===== config.mk =====
export PLATFORM = sky130hd
export DESIGN_NAME = blk_dispatch
export DESIGN_NICKNAME = d
export VERILOG_FILES = /design/src/rtl/blkd_pkg.sv /design/src/rtl/blkd_mp_slot.sv /design/src/rtl/blkd_pick.sv /design/src/rtl/blk_dispatch.sv
export SDC_FILE = /design/constraint.sdc
export NUM_CORES = 2
export LEC_CHECK = 0
export BUFFER_PORTS_ARGS = -buffer_cell sky130_fd_sc_hd__buf_2
export CAP_MARGIN = 10
export CORE_MARGIN = 2
export CORE_UTILIZATION = 47
export CTS_BUF_LIST = sky130_fd_sc_hd__clkbuf_4 sky130_fd_sc_hd__clkbuf_8
export CTS_CLUSTER_DIAMETER = 50
export DETAILED_ROUTE_END_ITERATION = 10
export PLACE_DENSITY_LB_ADDON = 0.25
export SKIP_CTS_REPAIR_TIMING = 1
export SLEW_MARGIN = 0
export SYNTH_ARGS = -nofsm -noshare
export SYNTH_HDL_FRONTEND = slang
export SYNTH_HIERARCHICAL = 1
export SYNTH_SLANG_ARGS = --single-unit

===== constraint.sdc =====
create_clock -name clk -period 10.24 [get_ports clk]
set_input_delay 1.024 -clock clk [delete_from_list [all_inputs] [get_ports clk]]
set_output_delay 1.024 -clock clk [all_outputs]
set_load 0.005 [all_outputs]

===== src/rtl/blkd_pkg.sv =====
package blkd_pkg;

    typedef enum logic [1:0] {
        ST_IDLE = 2'd0,
        ST_RUN  = 2'd1,
        ST_DONE = 2'd2
    } run_state_e;

endpackage


===== src/rtl/blkd_mp_slot.sv =====
// Resource ledger of one multiprocessor slot: resident blocks, threads,
// registers and shared memory, with a combined fit test for one more block.
module blkd_mp_slot #(
    parameter int MAX_BLK     = 8,
    parameter int MAX_THR     = 768,
    parameter int MAX_REG     = 8192,
    parameter int MAX_SMEM    = 16384,
    parameter int NEED_THR_W  = 11,
    parameter int NEED_REG_W  = 19,
    parameter int NEED_SMEM_W = 17
) (
    input  logic                   clk,
    input  logic                   rst_n,
    input  logic                   add,
    input  logic                   sub,
    input  logic [NEED_THR_W-1:0]  need_thr,
    input  logic [NEED_REG_W-1:0]  need_reg,
    input  logic [NEED_SMEM_W-1:0] need_smem,
    output logic                   fits,
    output logic                   occupied
);
    localparam int BLK_W  = $clog2(MAX_BLK + 1);
    localparam int THR_W  = $clog2(MAX_THR + 1);
    localparam int REG_W  = $clog2(MAX_REG + 1);
    localparam int SMEM_W = $clog2(MAX_SMEM + 1);

    localparam logic [31:0] LIM_BLK  = 32'(MAX_BLK);
    localparam logic [31:0] LIM_THR  = 32'(MAX_THR);
    localparam logic [31:0] LIM_REG  = 32'(MAX_REG);
    localparam logic [31:0] LIM_SMEM = 32'(MAX_SMEM);

    typedef struct packed {
        logic [BLK_W-1:0]  blk;
        logic [THR_W-1:0]  thr;
        logic [REG_W-1:0]  regs;
        logic [SMEM_W-1:0] smem;
    } ledger_t;

    ledger_t led_d, led_q;

    logic [31:0] thr_sum, reg_sum, smem_sum;
    logic        rel;

    assign thr_sum  = 32'(led_q.thr)  + 32'(need_thr);
    assign reg_sum  = 32'(led_q.regs) + 32'(need_reg);
    assign smem_sum = 32'(led_q.smem) + 32'(need_smem);

    assign occupied = (led_q.blk != '0);
    assign rel      = sub && occupied;
    assign fits     = (32'(led_q.blk) < LIM_BLK) && (thr_sum <= LIM_THR) &&
                      (reg_sum <= LIM_REG) && (smem_sum <= LIM_SMEM);

    always_comb begin
        led_d = led_q;
        if (add && !rel) begin
            led_d.blk  = led_q.blk  + BLK_W'(1);
            led_d.thr  = led_q.thr  + THR_W'(need_thr);
            led_d.regs = led_q.regs + REG_W'(need_reg);
            led_d.smem = led_q.smem + SMEM_W'(need_smem);
        end else if (rel && !add) begin
            led_d.blk  = led_q.blk  - BLK_W'(1);
            led_d.thr  = led_q.thr  - THR_W'(need_thr);
            led_d.regs = led_q.regs - REG_W'(need_reg);
            led_d.smem = led_q.smem - SMEM_W'(need_smem);
        end
    end

    always_ff @(posedge clk) begin
        if (!rst_n) begin
            led_q <= '0;
        end else begin
            led_q <= led_d;
        end
    end

endmodule


===== src/rtl/blkd_pick.sv =====
// Lowest-index selector over the slot fit vector.
module blkd_pick #(
    parameter int N     = 16,
    parameter int IDX_W = 4
) (
    input  logic [N-1:0]     req,
    output logic             any,
    output logic [IDX_W-1:0] idx
);
    always_comb begin
        any = |req;
        idx = '0;
        for (int i = N - 1; i >= 0; i--) begin
            if (req[i]) begin
                idx = IDX_W'(i);
            end
        end
    end

endmodule


===== src/rtl/blk_dispatch.sv =====
module blk_dispatch
    import blkd_pkg::*;
#(
    parameter int NUM_MP   = 16,
    parameter int MAX_BLK  = 8,
    parameter int MAX_THR  = 768,
    parameter int MAX_REG  = 8192,
    parameter int MAX_SMEM = 16384,
    parameter int GRID_W   = 16,
    parameter int LT_W     = 11,
    parameter int RPT_W    = 8,
    parameter int LS_W     = 17,
    parameter int MP_W     = (NUM_MP > 1) ? $clog2(NUM_MP) : 1
) (
    input  logic              clk,
    input  logic              rst_n,
    input  logic              launch_valid,
    input  logic [GRID_W-1:0] launch_blocks,
    input  logic [LT_W-1:0]   launch_threads,
    input  logic [RPT_W-1:0]  launch_rpt,
    input  logic [LS_W-1:0]   launch_smem,
    output logic              disp_valid,
    input  logic              disp_ready,
    output logic [GRID_W-1:0] disp_block_id,
    output logic [MP_W-1:0]   disp_mp,
    input  logic              done_valid,
    input  logic [MP_W-1:0]   done_mp,
    output logic              grid_done,
    output logic              launch_err
);
    localparam int PROD_W = LT_W + RPT_W;

    typedef struct packed {
        run_state_e        st;
        logic [GRID_W-1:0] total;
        logic [GRID_W-1:0] next_id;
        logic [GRID_W-1:0] finished;
        logic [LT_W-1:0]   thr;
        logic [PROD_W-1:0] regs;
        logic [LS_W-1:0]   smem;
        logic              err;
    } ctl_t;

    ctl_t ctl_d, ctl_q;

    logic [NUM_MP-1:0] fit_vec;
    logic [NUM_MP-1:0] occ_vec;
    logic              any_fit;
    logic [MP_W-1:0]   pick_idx;
    logic              fire;
    logic              done_hit;
    logic              rel;
    logic [PROD_W-1:0] launch_regs;
    logic              oversize;

    // Per-block register footprint of the incoming launch and its size test.
    assign launch_regs = PROD_W'(launch_threads) * PROD_W'(launch_rpt);
    assign oversize    = (32'(launch_threads) > 32'(MAX_THR)) ||
                         (32'(launch_regs)    > 32'(MAX_REG)) ||
                         (32'(launch_smem)    > 32'(MAX_SMEM));

    // Per-slot ledgers.
    for (genvar g = 0; g < NUM_MP; g++) begin : g_slot
        blkd_mp_slot #(
            .MAX_BLK    (MAX_BLK),
            .MAX_THR    (MAX_THR),
            .MAX_REG    (MAX_REG),
            .MAX_SMEM   (MAX_SMEM),
            .NEED_THR_W (LT_W),
            .NEED_REG_W (PROD_W),
            .NEED_SMEM_W(LS_W)
        ) slot_i (
            .clk      (clk),
            .rst_n    (rst_n),
            .add      (fire && (pick_idx == MP_W'(g))),
            .sub      (rel && (done_mp == MP_W'(g))),
            .need_thr (ctl_q.thr),
            .need_reg (ctl_q.regs),
            .need_smem(ctl_q.smem),
            .fits     (fit_vec[g]),
            .occupied (occ_vec[g])
        );
    end

    blkd_pick #(
        .N    (NUM_MP),
        .IDX_W(MP_W)
    ) pick_i (
        .req(fit_vec),
        .any(any_fit),
        .idx(pick_idx)
    );

    assign disp_valid    = (ctl_q.st == ST_RUN) && (ctl_q.next_id != ctl_q.total) && any_fit;
    assign disp_block_id = ctl_q.next_id;
    assign disp_mp       = pick_idx;
    assign grid_done     = (ctl_q.st == ST_DONE);
    assign launch_err    = ctl_q.err;

    assign fire     = disp_valid && disp_ready;
    assign done_hit = (32'(done_mp) < 32'(NUM_MP)) ? occ_vec[done_mp] : 1'b0;
    assign rel      = done_valid && (ctl_q.st == ST_RUN) && done_hit;

    always_comb begin
        logic [GRID_W-1:0] nid;
        logic [GRID_W-1:0] nfin;
        ctl_d = ctl_q;
        nid   = ctl_q.next_id + GRID_W'(fire);
        nfin  = ctl_q.finished + GRID_W'(rel);
        if (ctl_q.st == ST_RUN) begin
            ctl_d.next_id  = nid;
            ctl_d.finished = nfin;
            if ((nid == ctl_q.total) && (nfin == ctl_q.total)) begin
                ctl_d.st = ST_DONE;
            end
        end
        if (launch_valid && (ctl_q.st != ST_RUN)) begin
            if (oversize) begin
                ctl_d.st  = ST_IDLE;
                ctl_d.err = 1'b1;
            end else begin
                ctl_d.total    = launch_blocks;
                ctl_d.next_id  = '0;
                ctl_d.finished = '0;
                ctl_d.thr      = launch_threads;
                ctl_d.regs     = launch_regs;
                ctl_d.smem     = launch_smem;
                ctl_d.err      = 1'b0;
                ctl_d.st       = (launch_blocks == '0) ? ST_DONE : ST_RUN;
            end
        end
    end

    always_ff @(posedge clk) begin
        if (!rst_n) begin
            ctl_q <= '0;
        end else begin
            ctl_q <= ctl_d;
        end
    end

endmodule


Yosys cells after proc, flatten, opt, wreduce, memory -nomap -nowiden:

Index checks and enable logic that the tools add are counted.

* output and inout bits: 23
* bits of input ports: 61
* register bits after elaboration: 786

* eq/ne operators: 36
* bitwise gates (word level): 1
* reduce and logical (&&, ||, !) cells: 209
* $lt $le $gt $ge: 68
* multiplexer cells: 58
* add/sub/neg operators: 178
* multipliers: 1

Operator list (count)
* two-way mux 43 bit: 32
* <= comparator 32 x 10 -> 1 bit (second input constant): 16
* <= comparator 32 x 14 -> 1 bit (second input constant): 16
* <= comparator 32 x 15 -> 1 bit (second input constant): 16
* adder 14 x 19 -> 20 bit: 16
* adder 15 x 17 -> 18 bit: 16
* adder 15 bit: 16
* subtractor 15 bit: 16
* adder 14 bit: 16
* subtractor 14 bit: 16
* adder 10 x 11 -> 12 bit: 16
* adder 10 bit: 16
* subtractor 10 bit: 16
* logical AND 1 bit: 135
* two-way mux 98 bit: 1
* two-way mux 95 bit: 1
* adder 4 x 1 -> 4 bit (second input constant): 16
* equality test 4 bit (second input constant): 16
* < comparator 4 bit (second input constant): 16
* two-way mux 4 bit: 16
* nonzero test 4 bit: 16
* subtractor 4 x 1 -> 4 bit (second input constant): 16
* nonzero test 2 bit: 18
* adder 16 x 1 -> 16 bit: 2
* 24 further kinds: 74

Depth between registers and ports, before layout:

* word-level depth: 27
* depth in mapped cells: 33
* depth with buffers taken out: 32

Modules after synthesis:

The synthesis kept the hierarchy.

By module, submodules not included
* blkd_mp_slot at g_slot[10].slot_i ...: area an instance 6044.5 um2, instances 10, cells an instance 808, sequential area each 860.8 um2
* blkd_mp_slot at g_slot[0].slot_i ...: area an instance 5993.2 um2, instances 3, cells an instance 797, sequential area each 860.8 um2
* blk_dispatch: area an instance 8623.3 um2, instances 1, cells an instance 1067, sequential area each 1961.9 um2
* blkd_mp_slot at g_slot[8].slot_i: area an instance 6193.4 um2, instances 1, cells an instance 819, sequential area each 860.8 um2
* blkd_mp_slot at g_slot[9].slot_i: area an instance 5987.0 um2, instances 1, cells an instance 779, sequential area each 860.8 um2
* blkd_mp_slot at g_slot[15].slot_i: area an instance 5953.2 um2, instances 1, cells an instance 771, sequential area each 860.8 um2
* blkd_pick: area an instance 176.4 um2, instances 1, cells an instance 34, sequential area each 0.0 um2

Worst setup path after synthesis:

Ideal clock, no wire load.

* kind: register to register
* from: register ctl_q[2] (netlist bit)
* to: register g_slot[0].slot_i/led_q[28] (netlist bit)
* library setup time: 0.128 ns
* arrival time: 9.297 ns
* required time: 10.112 ns
* cell stages (with the launch flop): 31
* setup slack: 0.815 ns
* period minus slack after synthesis: 9.425 ns
* path through: dfxtp_1 -> fa_1 -> or2_2 -> a2111oi_0 -> nand4_1 -> a311oi_1 -> o2111ai_1 -> a211oi_1 -> a31oi_1 -> a2111oi_2 -> nor2_1 -> nand3_1 -> or3_1 -> nand2_1 -> a31oi_1 -> nand2_1 -> or3_1 -> nor3_1 -> ha_1 -> clkbuf_1 -> buf_1 -> mux2_2 -> ha_1 -> a211oi_1 -> o21ai_1 -> a2111oi_0 -> o31ai_1 -> or3_1 -> o211ai_1 -> xnor2_1 -> nor2_1

* elaborated cells between the ends (all ways): 74
* classes of those cells: add/sub: 16; order compare: 16; mux: 17; reduce/logical: 25

RTL lines
* start: declaration: line blk_dispatch.sv:44 `ctl_t ctl_d, ctl_q;`
* start signal: assignment: line blk_dispatch.sv:138 `ctl_q <= ctl_d;`
* adder 15 x 17 -> 18 bit (*): line blkd_mp_slot.sv:46 `assign smem_sum = 32'(led_q.smem) + 32'(need_smem);`
* <= comparator 32 x 15 -> 1 bit (*): line blkd_mp_slot.sv:51 `(reg_sum <= LIM_REG) && (smem_sum <= LIM_SMEM);`
* logical AND 1 bit (*): line blkd_mp_slot.sv:51
* net fit_vec[0]: line blk_dispatch.sv:46 `logic [NUM_MP-1:0] fit_vec;`
* OR reduction 16 bit (*): line blkd_pick.sv:11 `any = |req;`
* net any_fit: line blk_dispatch.sv:48 `logic any_fit;`
* logical AND 1 bit (*): line blk_dispatch.sv:94 `assign disp_valid = (ctl_q.st == ST_RUN) && (ctl_q.next_id != ctl_q.total) && any_fit;`
* net disp_valid: line blk_dispatch.sv:22 `output logic disp_valid,`
* logical AND 1 bit (*): line blk_dispatch.sv:100 `assign fire = disp_valid && disp_ready;`
* logical AND 1 bit (*): line blk_dispatch.sv:75 `.add (fire && (pick_idx == MP_W'(g))),`
* zero test 1 bit: line blkd_mp_slot.sv:60 `end else if (rel && !add) begin`
* logical AND 1 bit: line blkd_mp_slot.sv:60
* nonzero test 2 bit (no line)
* end signal: assignment: line blkd_mp_slot.sv:72 `led_q <= led_d;`
* end: declaration: line blkd_mp_slot.sv:39 `ledger_t led_d, led_q;`

The timed path passes the listed nets; every way through them passes the cells marked *.
A chain may end at the register's enable or synchronous reset.

Worst setup path after layout:

* from: register ctl_q[1] (netlist bit)
* to: register g_slot[1].slot_i/led_q[14] (netlist bit)

* elaborated cells between the ends (all ways): 77
* classes of those cells: add/sub: 18; order compare: 16; eq/ne: 1; mux: 18; reduce/logical: 24

RTL lines (line)
* adder 15 x 17 -> 18 bit (*): blkd_mp_slot.sv:46
* <= comparator 32 x 15 -> 1 bit (*): blkd_mp_slot.sv:51
* logical AND 1 bit (*): blkd_mp_slot.sv:51
* net fit_vec[0]: blk_dispatch.sv:46
* OR reduction 16 bit (*): blkd_pick.sv:11
* net any_fit: blk_dispatch.sv:48
* logical AND 1 bit (*): blk_dispatch.sv:94
* logical AND 1 bit (*): blk_dispatch.sv:100
* logical AND 1 bit (*): blk_dispatch.sv:75
* zero test 1 bit: blkd_mp_slot.sv:60
* logical AND 1 bit: blkd_mp_slot.sv:60
* nonzero test 2 bit (no line)
* end signal: assignment: blkd_mp_slot.sv:72
* end: declaration: blkd_mp_slot.sv:39

The timed path passes the listed nets; every way through them passes the cells marked *. The select of a mux whose other input is x is not followed.

==> impl_results.md <==
* Fin Setup TNS at 0 ps
* GP Congestion at around 0.96
* Critical-path maximum fanout at 24
* Total track usage at 0.287
* Pwr dens at 84.1 nW/um2
* DRT iter0 DRCs at approximately 9k
* Top layer in use: met5
* Clock sinks at 786
* Worst Setup End Kind: flop
* M1 WL at between 150 and 200 mm
* Met3 routed WL at 22.4 mm
* Max cap viols at 0
* Critical Path AT at ~10,000 ps
* Synth Register Bits at between 700 and 800
* DRT Pass-1 Iters at 9
* Cell count after placement at 16.8k
* First-pass GRT wire length at between 500 and 600 mm
* Routed WL at between 300 and 400 mm
* Mean post-synth cell area at approximately 7.6 um2
* Met2 wire length at 152 mm
* Post-Syn Area at 105,000 um2
* Slew @ Worst Pin at 1090 ps
* Peak VDD IR at 143 uV
* Compound-gate portion of the synthesized area at 0.254
* WS Path Type: reg2reg
* CTS tree: built
* Die Span X at 477 um
* Final hold vios at 0
* Initial Util at 0.473
* Vias per cell at 6.05
* Commonest register cell after synthesis: dfxtp_1
* CP top delay family: compound AO/OA/AOI/OAI gates
* Largest net degree at the start of global routing at roughly 150
* Clk_lat worst skew at roughly 1000 ps
* Mux cell area share after synthesis at 0.0378
* Yosys warns at 6
* Overall Power at about 9.6 mW
* Ports at between 80 and 90
* Worst R2R End: g_slot[1].slot_i/led_q[14]
* Clk slew on worst S/H paths at about 60 ps
* Main combinational cell family by area after synthesis: compound AO/OA/AOI/OAI gates
* Layout Nets at about 16k
* Clk root buf: clkbuf_8
* XOR/XNOR Fraction of Synth Area at 0.107
* Core area at between 200,000 and 250,000 um2
* Fin cells at approximately 17k
* Final period util at 0.938
* PortBufs at 83
* Final setup viols at 0
* GR Overflow Total at 0
* Final Critical Period at 9600 ps
* Max clock buf depth at 3
* Reg2Reg Depth at 30
* Syn Inst Count at between 10k and 15k
* Slew HR at 0.268
* HP Class: in2reg
* WHS Endpoint: ctl_q[88]
* Antenna violations before repair at 13
* LEAKAGE at between 50 and 60 nW
* Hold_ws at about 270 ps
* Syn nets at between 15k and 20k
* Setup Skew at roughly 57 ps
* RSZ-0062 raised after global routing: no
* Share of post-route cells with drive strength above 1 at 0.0797
* Post-synthesis adder-cell area fraction at 0.185
* Post-DR wirelength/cell at 20.0 um
* Status: completed
* Layout area overhead at 8.64%
* Routed via count at between 100k and 150k
* CTS Buf Count at ~180
* Max incr delay on CP at a little under 1000 ps
* Number of global-route vias before repair at between 90k and 100k
* H-tree depth at 4
* Final ANT Viol Nets at 0
* Synth unique cells at around 120
* Post-synthesis simple-gate area fraction at 0.224
* CP required at around 11,000 ps
* Slew Limit Fails at 0
* Internal reg-to-reg setup slack at between 600 and 700 ps
* Min-Delay Startpoint: launch_blocks[8]
* Hold Path Depth at 3
* Hpwl dp at approximately 250 mm
* R2R Path Start: ctl_q[1]
* Buffers and inverters on the worst path at 0
* Fmax at between 100 and 150 MHz
* Crit start category: flop
* Site Rows at roughly 170
* Slowest cell on crit path: a2111oi_2
* Number of remaining DRC errors at 0
* EDFF count, synth at 0
* # fillers at 22.0k
* Asr flop ratio synth at 0
* Die Y at 477 um
* Die ar. at ~230,000 um2
* Sequential fraction of the synthesis area at 0.149
## power by group
part           total (mW)  switching, mW  internal, mW
combinational        2.06           1.27         0.789
clock                4.48           1.79          2.69
sequential           3.09         0.0377          3.05
## placed cells by master (no fill, tap or decap), types with 86 or more instances in the layout
cell       count
a21o_1       242
o21ai_0      682
inv_1        675
xnor2_1      608
nor2b_1      158
dfxtp_1      739
and2_1       172
o31ai_1      121
fa_1         166
clkbuf_8     222
nand2b_1     184
mux2i_1      305
o21bai_1     138
nand4_1      129
nor2_1      1296
o21a_1       170
or2_2         86
a21oi_1     1369
o211ai_1     131
xor2_1       682
o2111ai_1     91
and3_1       105
nor4_1       161
nand3_1      413
ha_1        1275
buf_4        217
or3_1        138
a211oi_1     191
a31oi_1      156
nor3_1       434
nand2_1     1242
## kinds of logic after synthesis
| family | count (synthesis) |
|---|---|
| AOI/OAI and AO/OA | 4060 |
| xor gates and xnor gates | 1291 |
| adders and majority gates | 1457 |
| buffers and inverters | 1147 |
| DFF | 786 |
| muxes | 379 |
| and+or+nand+nor | 4821 |
## routing by layer
layer / vias to the layer above / global-route usage
met5: - / 0
met2: 3331 / 0.462
li1: 51232 / -
met1: 48705 / 0.388
met4: 4 / 0.111
met3: 567 / 0.0395
## how the worst max path moves through the flow
stage	startpoint	slack, ps	to	depth (start not counted)
2_1_floorplan	ctl_q[2]	820	g_slot[0].slot_i/led_q[28]	30
3_3_place_gp	ctl_q[1]	960	g_slot[0].slot_i/led_q[28]	29
3_5_place_dp	ctl_q[1]	950	g_slot[1].slot_i/led_q[14]	30
4_1_cts	ctl_q[27]	870	g_slot[1].slot_i/led_q[14]	30
5_1_grt	ctl_q[27]	260	g_slot[1].slot_i/led_q[38]	30
6_report	ctl_q[1]	640	g_slot[1].slot_i/led_q[14]	30
## registers in the layout, summed over array words and instances (netlist names)
register and count:
g_slot.slot_i/led_q 688, ctl_q 81, launch_err 1, disp_block_id 16
## cells in the mapped netlist, types with 84 or more instances
cell type,count,share of area
a211oi_1,191,0.014
a21o_1,242,0.017
a21oi_1,1369,0.065
a31oi_1,156,0.0093
and2_1,172,0.010
and3_1,105,0.0062
buf_1,90,0.0032
clkbuf_1,261,0.0093
dfxtp_1,786,0.15
fa_1,166,0.032
ha_1,1291,0.15
inv_1,675,0.024
mux2i_1,305,0.029
nand2_1,1242,0.044
nand2b_1,184,0.011
nand3_1,413,0.020
nand4_1,129,0.0077
nor2_1,1297,0.046
nor2b_1,159,0.0094
nor3_1,434,0.021
nor3b_1,84,0.0060
nor4_1,163,0.0097
o2111ai_1,91,0.0076
o211ai_1,131,0.0093
o21a_1,170,0.012
o21ai_0,682,0.032
o21bai_1,138,0.0098
o31ai_1,121,0.0086
or2_2,86,0.0051
or3_1,138,0.0082
xnor2_1,608,0.051
xor2_1,682,0.057
## stage by stage
step,instance area (um2),setup WS (ps),util
after floorplan,105000,815,-
after global placement,110000,963,0.494
after detailed placement,110000,950,0.494
after CTS,114000,874,0.514
after global routing,114000,262,0.514
final,114000,639,0.514
## worst register-to-register path, delay by kind of cell (launching register included)
family	cells	cell delay (ps)
adder cells (fa/ha/maj)	4	1950
AO/OA/AOI/OAI	12	4000
flip-flops	1	650
AND/OR/NAND/NOR	12	2220
multiplexers	1	450
XOR/XNOR	1	150
## cell type report
cell class	instances	area (um2)	area share
Timing Repair Buffer	323	2510	0.0220
Tap cell	2975	3720	0.0325
Clock inverter	78	1060	0.00926
Inverter	706	2650	0.0232
Antenna cell	11	27.5	0.000240
Sequential cell	786	15900	0.139
Multi-Input combinational cell	12008	85200	0.744
Clock buffer	263	3360	0.0294
Note: power is estimated with default switching activity, not from simulation.
